File: config.mk
export PLATFORM = sky130hd
export DESIGN_NAME = flag_unit
export DESIGN_NICKNAME = d
export VERILOG_FILES = /design/src/rtl/flag_pkg.sv /design/src/rtl/flag_ov_calc.sv /design/src/rtl/flag_ca_calc.sv /design/src/rtl/flag_cr_calc.sv /design/src/rtl/flag_unit.sv
export SDC_FILE = /design/constraint.sdc
export NUM_CORES = 2
export LEC_CHECK = 0
export BUFFER_PORTS_ARGS = -buffer_cell sky130_fd_sc_hd__buf_2
export CORE_ASPECT_RATIO = 1.2
export CORE_MARGIN = 10
export CORE_UTILIZATION = 40
export DETAILED_ROUTE_END_ITERATION = 10
export PLACE_DENSITY_LB_ADDON = 0.15
export SYNTH_ARGS = -nofsm -noshare
export SYNTH_HDL_FRONTEND = slang
export SYNTH_SLANG_ARGS = --single-unit
File: constraint.sdc
create_clock -name clk -period 13.85 [get_ports clk]
set_input_delay 1.385 -clock clk [delete_from_list [all_inputs] [get_ports clk]]
set_output_delay 1.385 -clock clk [all_outputs]
set_load 0.05 [all_outputs]
File: src/rtl/flag_pkg.sv
package flag_pkg;
    localparam int XLEN   = 32;
    localparam int BCW    = 8;
    localparam int SO_POS = XLEN - 1;
    localparam int OV_POS = XLEN - 2;
    localparam int CA_POS = XLEN - 3;
    localparam int OPW    = 4;
    localparam int CRW    = 4;

    typedef enum logic [OPW-1:0] {
        OP_NONE  = 4'd0,
        OP_ADD   = 4'd1,
        OP_ADDC  = 4'd2,
        OP_ADDE  = 4'd3,
        OP_SUBF  = 4'd4,
        OP_SUBFC = 4'd5,
        OP_SUBFE = 4'd6,
        OP_SUBFI = 4'd7,
        OP_DIVW  = 4'd8,
        OP_DIVWU = 4'd9,
        OP_MULLW = 4'd10,
        OP_NEG   = 4'd11
    } flag_op_e;

    typedef struct packed {
        logic           so;
        logic           ov;
        logic           ca;
        logic [BCW-1:0] bc;
    } flag_state_t;
endpackage

File: src/rtl/flag_ov_calc.sv
module flag_ov_calc
    import flag_pkg::*;
(
    input  logic [OPW-1:0]  op,
    input  logic [XLEN-1:0] a,
    input  logic [XLEN-1:0] b,
    input  logic [XLEN-1:0] r,
    output logic            ov_val,
    output logic            ov_def
);
    localparam logic [XLEN-1:0] MIN_NEG = {1'b1, {(XLEN-1){1'b0}}};

    logic signed [2*XLEN-1:0] prod;
    logic [XLEN-1:0]          na;
    logic                     add_ov;
    logic                     sub_ov;
    logic                     b_zero;

    assign prod   = $signed(a) * $signed(b);
    assign na     = ~a;
    assign add_ov = ~(a[XLEN-1] ^ b[XLEN-1]) & (a[XLEN-1] ^ r[XLEN-1]);
    assign sub_ov = ~(na[XLEN-1] ^ b[XLEN-1]) & (na[XLEN-1] ^ r[XLEN-1]);
    assign b_zero = (b == '0);

    always_comb begin
        ov_val = 1'b0;
        ov_def = 1'b1;
        case (op)
            OP_ADD, OP_ADDC, OP_ADDE:             ov_val = add_ov;
            OP_SUBF, OP_SUBFC, OP_SUBFE, OP_SUBFI: ov_val = sub_ov;
            OP_DIVW:  ov_val = b_zero | ((a == MIN_NEG) & (b == '1));
            OP_DIVWU: ov_val = b_zero;
            OP_MULLW: ov_val = (prod[2*XLEN-1:XLEN] != {XLEN{prod[XLEN-1]}});
            OP_NEG:   ov_val = (a == MIN_NEG);
            default:  ov_def = 1'b0;
        endcase
    end
endmodule

File: src/rtl/flag_ca_calc.sv
module flag_ca_calc
    import flag_pkg::*;
(
    input  logic [OPW-1:0]  op,
    input  logic [XLEN-1:0] a,
    input  logic [XLEN-1:0] b,
    input  logic [XLEN-1:0] r,
    input  logic            ca_old,
    output logic            ca_val,
    output logic            ca_def
);
    logic r_lt_a;
    logic r_eq_a;
    logic r_lt_b;
    logic r_eq_b;

    assign r_lt_a = (r < a);
    assign r_eq_a = (r == a);
    assign r_lt_b = (r < b);
    assign r_eq_b = (r == b);

    always_comb begin
        ca_val = 1'b0;
        ca_def = 1'b1;
        case (op)
            OP_ADDC:           ca_val = r_lt_a;
            OP_ADDE:           ca_val = r_lt_a | (ca_old & r_eq_a);
            OP_SUBFC, OP_SUBFI: ca_val = r_lt_b | r_eq_b;
            OP_SUBFE:          ca_val = r_lt_b | (ca_old & r_eq_b);
            default:           ca_def = 1'b0;
        endcase
    end
endmodule

File: src/rtl/flag_cr_calc.sv
module flag_cr_calc
    import flag_pkg::*;
(
    input  logic [XLEN-1:0] r,
    input  logic            so_new,
    output logic [CRW-1:0]  cr_val
);
    logic lt;
    logic eq;

    assign lt     = r[XLEN-1];
    assign eq     = (r == '0);
    assign cr_val = {lt, ~lt & ~eq, eq, so_new};
endmodule

File: src/rtl/flag_unit.sv
module flag_unit
    import flag_pkg::*;
(
    input  logic            clk,
    input  logic            rst,
    input  logic [3:0]      op_code,
    input  logic [31:0]     opnd_a,
    input  logic [31:0]     opnd_b,
    input  logic [31:0]     result,
    input  logic            ov_en,
    input  logic            rec_en,
    input  logic            mt_we,
    input  logic [31:0]     mt_data,
    output logic [31:0]     mf_data,
    output logic [3:0]      cr0
);
    flag_state_t    st_q;
    flag_state_t    st_d;
    logic [CRW-1:0] cr_q;
    logic [CRW-1:0] cr_d;
    logic           ov_val;
    logic           ov_def;
    logic           ca_val;
    logic           ca_def;
    logic           mt_unused;

    assign mt_unused = ^mt_data[CA_POS-1:BCW];

    flag_ov_calc u_ov (
        .op     (op_code),
        .a      (opnd_a),
        .b      (opnd_b),
        .r      (result),
        .ov_val (ov_val),
        .ov_def (ov_def)
    );

    flag_ca_calc u_ca (
        .op     (op_code),
        .a      (opnd_a),
        .b      (opnd_b),
        .r      (result),
        .ca_old (st_q.ca),
        .ca_val (ca_val),
        .ca_def (ca_def)
    );

    always_comb begin
        st_d = st_q;
        if (mt_we) begin
            st_d.so = mt_data[SO_POS];
            st_d.ov = mt_data[OV_POS];
            st_d.ca = mt_data[CA_POS];
            st_d.bc = mt_data[BCW-1:0];
        end else begin
            if (ov_en && ov_def) begin
                st_d.ov = ov_val;
                st_d.so = st_q.so | ov_val;
            end
            if (ca_def) begin
                st_d.ca = ca_val;
            end
        end
    end

    flag_cr_calc u_cr (
        .r      (result),
        .so_new (st_d.so),
        .cr_val (cr_d)
    );

    always_ff @(posedge clk) begin
        if (rst) begin
            st_q <= '0;
            cr_q <= '0;
        end else begin
            st_q <= st_d;
            if (rec_en) begin
                cr_q <= cr_d;
            end
        end
    end

    assign mf_data = {st_q.so, st_q.ov, st_q.ca, {(CA_POS-BCW){1'b0}}, st_q.bc};
    assign cr0     = cr_q;
endmodule

-- Word level (Yosys, flattened, before mapping)
Index checks and enable logic that the tools add are counted.
- register bits after elaboration: 15
- bits of input ports: 137
- output and inout bits: 36
- multipliers: 1
- magnitude comparators: 2
- equality and inequality tests: 16
- mux-type cells: 7
- bitwise logic cells: 20
- reduce and logical (&&, ||, !) cells: 10
- operators by type and width (operator ; count):
    $eq 32x32->1 ; 2
    $eq 32x32->1 const B ; 2
    $logic_not 32->1 ; 2
    $lt 32x32->1 ; 2
    $mul 32x32->64 ; 1
    $ne 32x32->1 ; 1
    $not 32->32 ; 1
    $eq 4x3->1 const B ; 4
    $eq 4x4->1 const B ; 4
    $reduce_or 11->1 ; 1
    $eq 4x2->1 const B ; 2
    $and 1x1->1 ; 6
    $pmux 1 s6 ; 1
    $or 1x1->1 ; 5
    $reduce_or 5->1 ; 1
    $eq 4x1->1 const B ; 1
    $not 1->1 ; 4
    $pmux 1 s4 ; 1
    $reduce_bool 2->1 ; 2
    $reduce_or 4->1 ; 1
    $xor 1x1->1 ; 4
    $mux 1 ; 3
    $mux 3 ; 1
    $reduce_or 3->1 ; 1
    3 further kinds ; 3

-- Logic depth before layout (Yosys ltp)
- depth in word-level cells: 8
- mapped depth: 31

-- By module
Synthesis repeated with hierarchy kept, for this count alone.
- cells, all modules: 4045
- area total of the unflattened synthesis: 38001.4 um^2
- by module, submodules not included (module ; instances ; cells each ; area each (um^2) ; sequential area each (um^2)):
    flag_ov_calc ; 1 ; 3719 ; 35499.0 ; 0.0
    flag_ca_calc ; 1 ; 235 ; 1645.3 ; 0.0
    flag_unit ; 1 ; 76 ; 752.0 ; 300.3
    flag_cr_calc ; 1 ; 15 ; 105.1 ; 0.0

-- Least setup slack after synthesis
No wires, ideal clock.
- path kind: input to register
- from: in opnd_a[31]
- to: reg st_q, in the netlist mf_data[30]
- library setup time: 138 ps
- data arrival time: 9625 ps
- data required time: 13712 ps
- path slack: 4087 ps
- stages on the path: 27
- path buffers: 2
- cells stage by stage: inv_1 buf_1 nor2_1 fa_1 inv_1 fa_1 inv_1 fa_1 fa_1 inv_1 fa_1 fa_1 fa_1 fa_1 inv_1 ha_1 clkbuf_1 a21oi_1 o21ai_0 a31oi_1 o21ai_0 a221o_2 or4b_1 nor4_1 a31oi_1 a211oi_2 o32ai_1
- cells in the longest elaborated chain, start to end: 7
- RTL lines (what ; RTL line ; source):
    start: declaration ; flag_unit.sv:7 ; input logic [31:0] opnd_a,
    branches (longest 4 deep; another with $mul 32x32->64) ; -- ;
    $pmux 1 s6 * ; flag_ov_calc.sv:28 ; case (op)
    $mux 2 * ; flag_unit.sv:56 ; if (ov_en && ov_def) begin
    $mux 3 * ; flag_unit.sv:50 ; if (mt_we) begin
    end signal: assignment ; flag_unit.sv:77 ; st_q <= st_d;
    end: declaration ; flag_unit.sv:17 ; flag_state_t st_q;
Mark *: on every way between the ends. The select of a mux whose other input is x is not followed.
A chain may end at the register's enable or synchronous reset.

-- Worst setup path after layout
Ends and elaborated chain as after synthesis.

==> impl_metrics.csv <==
group,metric,value,unit
outcome,outcome,"completed",
yosys,syn_avg_cell_area,9.07,µm²
worst_setup_path,end_kind,"flip-flop",
finish,finalNetCount,5604,
worst_setup_path,path_max_fanout,22,
routing,wl,144,mm
die,rows,123,
clock_network,post-cts-setup-buffers,0,
die,die_x,300,µm
worst_setup_path,cp-endpoint,"mf_data[30]",
yosys,synth_edf_count,0,
sta,timing.final.crit_share,81.9,%
yosys,syn_inst,4144,
worst_setup_path,reg2reg_depth,6,
routing,via_count,29791,
finish,fin_util,42.3,%
global_route,antenna_found_initial,14,
worst_setup_path,worstPathRequired,13.96,ns
routing,dr_wl_met3,10.0,mm
global_route,grt_use_total,27.4,%
clock_network,cts_root_buffer,"clkbuf_16",
yosys,netlist_area,0.0376,mm²
worst_setup_path,cp_slowest_stage_delay,0.98,ns
routing,met2_length,70.9,mm
clock_network,cts_tree,"done",
clock_network,clock-sinks,15,
worst_setup_path,startpoint_type,"primary input",
worst_setup_path,cp_slowest_cell,"fa_1",
yosys,synth_seq_area_share,0.799,%
finish,final_cell_mix,"fa_1 (1081), inv_1 (794), nand2_1 (651)",
routing,wl_per_cell,26.7,µm
finish,fillCellCount,9533,
yosys,synth_flop_cell,"dfxtp_1",
clock_network,postCtsHoldBufs,0,
worst_setup_path,crit_type,"in -> reg",
sta,setup_viol,0,
routing,antenna_left,0,
routing,highest_layer,"met5",
die,start_util,40.2,%
yosys,ys_warn_count,0,
routing,first_iter_violations,2129,
sta,clock_skew,0.000528,ns
die,num_io_pins,173,
worst_setup_path,cp_top_family,"adder cells",
worst_setup_path,reg2reg_from,"mf_data[29]",
sta,fin_setup_tns,0,ns
clock_network,clk_latency,0.25,ns
placement,globalplace.congestion,0.965,
placement,place.detailed.hpwl,115,mm
yosys,synth_cell_types,95,
sta,rsz0062_at_grt,"no",
clock_network,cts_buffer_depth,2,
sta,min_period,11.35,ns
worst_setup_path,critPathBufInv,6,
routing,drc,0,
clock_network,post_cts_resized,0,
sta,slew_violations,0,
finish,layout_commonest_cell,"fa_1",
routing,drt-pass1-iter-count,6,
yosys,synthArstFlopShare,0,%
sta,hold_viol,0,
global_route,grt_pass1_wl,216,mm
die,dieArea,0.107,mm²
sta,timing.slew.headroom,18.6,%
worst_setup_path,worstReg2RegEnd,"mf_data[29]",
global_route,grt_pass1_vias,32748,
routing,wl_met1,54.5,mm
yosys,ys_seq_elements,15,
worst_setup_path,crit_arrival,11.46,ns
placement,port_buffers,130,
finish,synthToLayoutAreaGrowth,5.23,%
flow_run,drv_cap,0,
finish,layout-drive-gt1-share,6.14,%
global_route,gr-total-overflow,0,
global_route,grt_max_degree,34,
worst_setup_path,critPathLaunch,"opnd_a[31]",
worst_setup_path,crit_top_cell,"fa_1",
die,coreArea,0.0934,mm²
worst_setup_path,cp.depth,26,
clock_network,htreeDepth,1,
worst_setup_path,r2r_slack,12.38,ns
sta,tightest_slew,1.22,ns
clock_network,cts_made_buffers,3,
routing,via_per_inst,5.52,
worst_hold_path,hp-class,"reg -> reg",
die,die_y,356,µm
clock_network,cts.clk_slew.worst_paths,0.05,ns
sta,max_freq,88.1,MHz
[worst min-delay path by stage]
stage | depth (start not counted) | start | slack [ns] | end
2_1_floorplan | 4 | mf_data[29] | 0.68 | mf_data[29]
3_3_place_gp | 2 | mf_data[5] | 0.47 | mf_data[5]
3_5_place_dp | 2 | mf_data[1] | 0.48 | mf_data[1]
4_1_cts | 2 | mf_data[1] | 0.49 | mf_data[1]
5_1_grt | 2 | mf_data[1] | 0.51 | mf_data[1]
6_report | 2 | mf_data[1] | 0.49 | mf_data[1]
[synthesized netlist by cell type (15+ instances only)]
cell type / number / area, µm²
buf_4: 22 / 165
nor4_1: 35 / 219
o21ai_0: 54 / 270
a21o_1: 27 / 203
dfxtp_1: 15 / 300
and2_1: 55 / 344
mux2i_1: 15 / 150
a21oi_1: 84 / 420
xnor2_1: 29 / 254
fa_1: 1081 / 21600
nor2_1: 476 / 1790
nand2_1: 651 / 2440
clkbuf_1: 161 / 604
ha_1: 245 / 3070
nand3_1: 23 / 115
o21a_1: 17 / 128
nand4_1: 53 / 332
buf_1: 49 / 184
nor3_1: 19 / 95.1
inv_1: 794 / 2980
[flip-flops by register name (all words and copies together) (netlist names)]
register	flops
mf_data	11
cr0	4
[through the flow]
step	hold slack [ns]	setup slack, ns	cell area [µm²]	instances
3_5_place_dp	0.477	2.42	39500	5386
5_1_grt	0.514	2.06	39500	5390
4_1_cts	0.488	2.65	39500	5390
6_report	0.487	2.50	39500	5393
2_1_floorplan	0.678	4.09	37700	4164
3_3_place_gp	0.472	2.40	39500	5386
[cells by family (layout without fill, tap and decap cells)]
kind of cell,count (synthesis),count (layout),synth area share (%)
buf+inv,1054,1030,10.9
other cells,1,24,0.00998
mux,17,17,0.459
simple gates,1389,1389,15.8
xor+xnor,40,40,0.932
flops,15,15,0.799
compound gates,302,302,5.41
fa+ha+maj,1326,1326,65.7
[layer usage]
layer	vias to the layer above	GRT usage (%)
met5	-	0
met4	18	12.4
met3	377	3.67
met2	1181	47.4
met1	15828	33.6
li1	12387	-
[cell type report]
class / instances / area [µm²] / share of cell area, %
Timing Repair Buffer: 214 / 1280 / 3.24
Inverter: 812 / 3050 / 7.71
Clock buffer: 4 / 78.8 / 0.199
Multi-Input combinational cell: 3095 / 33300 / 84.1
Antenna cell: 3 / 7.51 / 0.0190
Tap cell: 1250 / 1560 / 3.96
Sequential cell: 15 / 300 / 0.759
[tightest hold or removal path, cell delays in order (launching register included)]
cell	delay, ns
dfxtp_1	0.32
mux2i_1	0.06
nor2_1	0.07
Power is left out: the tool's default activity adds up to more than one toggle a clock period on the data nets, which glitch-free logic cannot reach.
